[config.mk]
export PLATFORM = sky130hd
export DESIGN_NAME = cfs_sorter
export DESIGN_NICKNAME = d
export VERILOG_FILES = /design/src/rtl/cfs_pkg.sv /design/src/rtl/cfs_value_bank.sv /design/src/rtl/cfs_lowest_pick.sv /design/src/rtl/cfs_seq.sv /design/src/rtl/cfs_sorter.sv
export SDC_FILE = /design/constraint.sdc
export NUM_CORES = 1
export LEC_CHECK = 0
export ABC_AREA = 1
export ABC_CLOCK_PERIOD_IN_PS = 3870
export BUFFER_PORTS_ARGS = -buffer_cell sky130_fd_sc_hd__buf_2
export CORE_MARGIN = 8
export CORE_UTILIZATION = 43
export DETAILED_ROUTE_END_ITERATION = 8
export SETUP_SLACK_MARGIN = 0.4
export SLEW_MARGIN = 0
export SYNTH_ARGS = -nofsm -noshare
export SYNTH_HDL_FRONTEND = slang
export SYNTH_SLANG_ARGS = --single-unit
[constraint.sdc]
create_clock -name clk -period 3.87 [get_ports clk]
set_input_delay 0.774 -clock clk [delete_from_list [all_inputs] [get_ports clk]]
set_output_delay 0.774 -clock clk [all_outputs]
set_load 0.05 [all_outputs]
[src/rtl/cfs_pkg.sv]
package cfs_pkg;
  typedef enum logic [1:0] {
    ST_IDLE = 2'd0,
    ST_LOAD = 2'd1,
    ST_READ = 2'd2
  } cfs_state_e;
endpackage

[src/rtl/cfs_value_bank.sv]
// One cell per possible key value: a presence flag plus an occurrence counter.
module cfs_value_bank #(
  parameter int KEY_W = 4,
  parameter int SET_N = 8
) (
  input  logic                  clk,
  input  logic                  rst,
  input  logic                  clr,
  input  logic                  inc_en,
  input  logic [KEY_W-1:0]      inc_key,
  input  logic                  dec_en,
  input  logic [KEY_W-1:0]      dec_key,
  output logic [(1<<KEY_W)-1:0] present
);
  localparam int VALS  = 1 << KEY_W;
  localparam int CNT_W = $clog2(SET_N + 1);

  for (genvar g = 0; g < VALS; g++) begin : g_cell
    logic [CNT_W-1:0] cnt_q;
    logic             hit_inc;
    logic             hit_dec;

    assign hit_inc = inc_en && (inc_key == KEY_W'(g));
    assign hit_dec = dec_en && (dec_key == KEY_W'(g));

    always_ff @(posedge clk) begin
      if (rst || clr) begin
        cnt_q      <= '0;
        present[g] <= 1'b0;
      end else if (hit_inc) begin
        cnt_q      <= cnt_q + CNT_W'(1);
        present[g] <= 1'b1;
      end else if (hit_dec) begin
        cnt_q      <= cnt_q - CNT_W'(1);
        present[g] <= (cnt_q != CNT_W'(1));
      end
    end
  end
endmodule

[src/rtl/cfs_lowest_pick.sv]
// Priority encoder: index of the lowest set request bit.
module cfs_lowest_pick #(
  parameter int WIDTH = 16,
  parameter int IDX_W = 4
) (
  input  logic [WIDTH-1:0] req,
  output logic [IDX_W-1:0] idx
);
  always_comb begin
    idx = '0;
    for (int i = WIDTH - 1; i >= 0; i--) begin
      if (req[i]) idx = IDX_W'(i);
    end
  end
endmodule

[src/rtl/cfs_seq.sv]
// Phase control: idle -> absorb SET_N keys -> emit SET_N keys -> idle.
module cfs_seq
  import cfs_pkg::*;
#(
  parameter int SET_N = 8
) (
  input  logic clk,
  input  logic rst,
  input  logic start,
  input  logic in_valid,
  output logic clr,
  output logic load_en,
  output logic emit_en,
  output logic emit_last
);
  localparam int CNT_W = $clog2(SET_N + 1);

  cfs_state_e       state_q;
  logic [CNT_W-1:0] cnt_q;
  logic             cnt_end;

  assign cnt_end   = (cnt_q == CNT_W'(SET_N - 1));
  assign clr       = (state_q == ST_IDLE) && start;
  assign load_en   = (state_q == ST_LOAD) && in_valid;
  assign emit_en   = (state_q == ST_READ);
  assign emit_last = emit_en && cnt_end;

  always_ff @(posedge clk) begin
    if (rst) begin
      state_q <= ST_IDLE;
      cnt_q   <= '0;
    end else begin
      unique case (state_q)
        ST_IDLE: if (start) begin
          state_q <= ST_LOAD;
          cnt_q   <= '0;
        end
        ST_LOAD: if (in_valid) begin
          if (cnt_end) begin
            state_q <= ST_READ;
            cnt_q   <= '0;
          end else begin
            cnt_q <= cnt_q + CNT_W'(1);
          end
        end
        ST_READ: begin
          if (cnt_end) begin
            state_q <= ST_IDLE;
            cnt_q   <= '0;
          end else begin
            cnt_q <= cnt_q + CNT_W'(1);
          end
        end
        default: state_q <= ST_IDLE;
      endcase
    end
  end
endmodule

[src/rtl/cfs_sorter.sv]
module cfs_sorter #(
  parameter int KEY_W = 4,
  parameter int SET_N = 8
) (
  input  logic             clk,
  input  logic             rst,
  input  logic             start,
  input  logic             in_valid,
  input  logic [KEY_W-1:0] in_data,
  output logic             out_valid,
  output logic [KEY_W-1:0] out_data,
  output logic             done
);
  localparam int VALS = 1 << KEY_W;

  logic             clr;
  logic             load_en;
  logic             emit_en;
  logic             emit_last;
  logic [VALS-1:0]  present;
  logic [KEY_W-1:0] pick;

  cfs_seq #(.SET_N(SET_N)) u_seq (
    .clk       (clk),
    .rst       (rst),
    .start     (start),
    .in_valid  (in_valid),
    .clr       (clr),
    .load_en   (load_en),
    .emit_en   (emit_en),
    .emit_last (emit_last)
  );

  cfs_value_bank #(.KEY_W(KEY_W), .SET_N(SET_N)) u_bank (
    .clk     (clk),
    .rst     (rst),
    .clr     (clr),
    .inc_en  (load_en),
    .inc_key (in_data),
    .dec_en  (emit_en),
    .dec_key (pick),
    .present (present)
  );

  cfs_lowest_pick #(.WIDTH(VALS), .IDX_W(KEY_W)) u_pick (
    .req (present),
    .idx (pick)
  );

  always_ff @(posedge clk) begin
    if (rst) begin
      out_valid <= 1'b0;
      done      <= 1'b0;
      out_data  <= '0;
    end else begin
      out_valid <= emit_en;
      done      <= emit_last;
      if (emit_en) out_data <= pick;
    end
  end
endmodule

==> impl_metrics.env <==
export IMPL_arrival_ps=2440
export IMPL_first_global_vias=4544
export IMPL_cts_buffers_inserted=9
export IMPL_rows=43
export IMPL_post_synth_num_cell_types=38
export IMPL_grt_antenna_before_repair=2
export IMPL_post_cts_buffers=0
export IMPL_p_switching_w=0.000831
export IMPL_synth_avg_cell_area_um2=7.22
export IMPL_p_seq_share_pct=39.4
export IMPL_skew_ps=6.70
export IMPL_yosys_warnings=0
export IMPL_clock_sinks=92
export IMPL_diodes=0
export IMPL_crit_chain="inv_1, ha_1, inv_1, nor3_4, nand4_2, nand2_2, inv_2, nand2_1, a21oi_2"
export IMPL_vias=5025
export IMPL_grt_max_degree=35
export IMPL_synth_adder_area_share_pct=11.3
export IMPL_internal_power_w=0.00183
export IMPL_synthToLayoutAreaGrowth_pct=10.1
export IMPL_drt_first_pass_iters=4
export IMPL_wl_mm=12.5
export IMPL_final_cell_mix="155 x nand2_1, 124 x inv_1, 92 x dfxtp_1"
export IMPL_ios=14
export IMPL_layout_commonest_cell="nand2_1"
export IMPL_clock_latency_ps=350
export IMPL_core_area_um2=13900
export IMPL_synth_xor_area_share_pct=7.88
export IMPL_setup_tns_final_ps=0
export IMPL_slowest_stage="nor3_4"
export IMPL_powerDensity_nw_per_um2=395
export IMPL_ir_drop_v=0.000250
export IMPL_worst_setup_path_end_kind="flip-flop"
export IMPL_path_max_fanout=11
export IMPL_cp_common_cell="inv_1"
export IMPL_synthMuxAreaShare_pct=1.25
export IMPL_root_buffer="clkbuf_16"
export IMPL_chipWidth_um=135
export IMPL_worst_pin_slew_ps=560
export IMPL_synth_nets=910
export IMPL_slew_violations=0
export IMPL_grt_overflow_total=0
export IMPL_fin_crit_sh_pct=57.5
export IMPL_setup_viol=0
export IMPL_postSynthCellCount=847
export IMPL_htree_levels=3
export IMPL_hpwl_mm=9.23
export IMPL_drc_errors=0
export IMPL_synth_compound_area_share_pct=9.72
export IMPL_drive_gt1_share_pct=10.1
export IMPL_slew_headroom_pct=62.6
export IMPL_status="completed"
export IMPL_fmax_mhz=449
export IMPL_io_buffers=13
export IMPL_hold_buffers=0
export IMPL_slowest_delay_ps=430
export IMPL_synth_top_family_by_area="simple AND/OR/NAND/NOR gates"
export IMPL_critPathBufInv=3
export IMPL_path_class="flip-flop to flip-flop"
export IMPL_design_area_um2=6730
export IMPL_holdCritPathClass="flip-flop to flip-flop"
export IMPL_p_sw_share_pct=31.2
export IMPL_synth_simple_area_share_pct=30.6
export IMPL_crit_required_ps=4080
export IMPL_synth_seq_area_share_pct=30.1
export IMPL_die_area_um2=18300
export IMPL_crit_family="simple AND/OR/NAND/NOR gates"
export IMPL_die_h_um=135
export IMPL_fill_cells=1403
export IMPL_min_period_ps=2230
export IMPL_drtIter0Drc=238
export IMPL_grt_pass1_wl_mm=21.7
export IMPL_maxCapViolations=0
export IMPL_p_clk_share_pct=39.1
export IMPL_viasPerCell=4.81
export IMPL_antenna_left=0
export IMPL_ys_ff_latch=92
export IMPL_dpl_cell_area_um2=6380
export IMPL_initial_core_util_pct=44.0
export IMPL_synthesis_area_um2=6110
export IMPL_nets=923
export IMPL_avgRoutedWirePerCell_um=11.9
export IMPL_rsz0062_at_grt="no"
export IMPL_cts_tree="yes"
export IMPL_critPathLaunchType="flip-flop"
export IMPL_cts_clk_slew_worst_paths_ps=70
export IMPL_power_leakage_nw=2.86
export IMPL_finalWeightedCongestion=0.843
export IMPL_hold_viol=0
export IMPL_combPwrFrac_pct=21.5
export IMPL_grt_usage_pct=14.5
export IMPL_cts_buffer_depth=2
export IMPL_cts_resized=0
## routing by layer
| layer | wire length, um | global-route usage [%] |
|---|---|---|
| met1 | 6300 | 19.1 |
| met3 | 384 | 3.12 |
| met2 | 5510 | 22.5 |
| met4 | 250 | 6.17 |
| met5 | 23 | 0 |
## worst reg2reg max path: cells and delay by family, from the launching register on
| kind | cells | cell delay [ps] |
|---|---|---|
| AO/OA/AOI/OAI | 1 | 50 |
| adder cells (fa/ha/maj) | 1 | 390 |
| buffers and inverters | 3 | 440 |
| flip-flops | 1 | 340 |
| AND/OR/NAND/NOR | 4 | 870 |
## metrics by stage
step           worst slack, ps  hold WS [ps]  utilization [%]  instances  total power [W]
2_1_floorplan             1910           439                -        847          0.00152
3_3_place_gp              1450           454             45.9       1029          0.00165
3_5_place_dp              1450           456             45.9       1029          0.00165
4_1_cts                   1610           467             48.5       1045          0.00270
5_1_grt                   1320           474             48.5       1045          0.00281
6_report                  1640           466             48.5       1045          0.00266
## logic make-up (layout without fill, tap and decap cells)
logic type                 count (synthesis)  in the layout
and+or+nand+nor                          377            377
buffers and inverters                    146            164
AOI/OAI and AO/OA                        115            115
DFF                                       92             92
adders and majority gates                 55             55
xor gates and xnor gates                  55             55
muxes                                      7              7
## power by group through the flow
stage / Combinational [W] / Clock [W] / Sequential [W]
6_report: 0.000573 / 0.00104 / 0.00105
5_1_grt: 0.000653 / 0.00110 / 0.00106
4_1_cts: 0.000580 / 0.00107 / 0.00105
3_5_place_dp: 0.000577 / 0 / 0.00107
3_3_place_gp: 0.000576 / 0 / 0.00107
2_1_floorplan: 0.000403 / 0 / 0.00111
## synth_stat cells
cell type | n | area (um2)
a211oi_1 | 1 | 7.51
a21oi_1 | 62 | 310
a21oi_2 | 3 | 26.3
a31oi_1 | 3 | 18.8
buf_2 | 2 | 10.0
buf_4 | 1 | 7.51
clkbuf_1 | 11 | 41.3
dfxtp_1 | 92 | 1840
ha_1 | 55 | 688
inv_1 | 124 | 465
inv_2 | 7 | 26.3
inv_4 | 1 | 6.26
mux2_2 | 5 | 56.3
mux2i_1 | 2 | 20.0
nand2_1 | 155 | 582
nand2_2 | 11 | 68.8
nand2_4 | 7 | 78.8
nand2_8 | 2 | 40.0
nand3_1 | 54 | 270
nand3_2 | 2 | 20.0
nand3_4 | 4 | 70.1
nand4_1 | 21 | 131
nand4_2 | 4 | 50.1
nand4_4 | 1 | 21.3
nor2_1 | 85 | 319
nor2_2 | 1 | 6.26
nor2_4 | 3 | 33.8
nor3_1 | 13 | 65.1
nor3_2 | 1 | 10.0
nor3_4 | 1 | 16.3
nor4_1 | 9 | 56.3
nor4_4 | 1 | 21.3
o21ai_0 | 43 | 215
o21ai_1 | 2 | 10.0
o22ai_1 | 1 | 6.26
or2_0 | 2 | 12.5
xnor2_1 | 15 | 131
xor2_1 | 40 | 350
## flip-flops by register name, summed over array words and instances, names as in the netlist
signal and count:
u_bank.g_cell.cnt_q 64, u_bank.present 16, out_data 4, u_seq.cnt_q 4, u_seq.state_q 2, done 1
out_valid 1
## worst paths after layout
kind	startpoint	end	slack [ps]	cells past startpoint
max	u_seq.state_q[0]$_SDFFE_PP0P_	u_bank.g_cell[11].cnt_q[1]$_SDFFE_PP0P_	1640	9
min	u_seq.cnt_q[3]$_SDFFE_PP0P_	u_seq.cnt_q[3]$_SDFFE_PP0P_	470	2
max reg2reg	u_seq.state_q[0]$_SDFFE_PP0P_	u_bank.g_cell[11].cnt_q[1]$_SDFFE_PP0P_	1640	9
min reg2reg	u_seq.cnt_q[3]$_SDFFE_PP0P_	u_seq.cnt_q[3]$_SDFFE_PP0P_	470	2
## area by class of cell
| cell class | count | area [um2] | share of cell area [%] |
|---|---|---|---|
| multi-input combinational | 609 | 3720 | 55.4 |
| clock buffer | 10 | 239 | 3.55 |
| inverter | 132 | 498 | 7.40 |
| timing repair buffer | 16 | 87.6 | 1.30 |
| tap | 180 | 225 | 3.35 |
| sequential | 92 | 1840 | 27.4 |
| clock inverter | 6 | 111 | 1.66 |
Note: power is estimated with default switching activity, not from simulation.
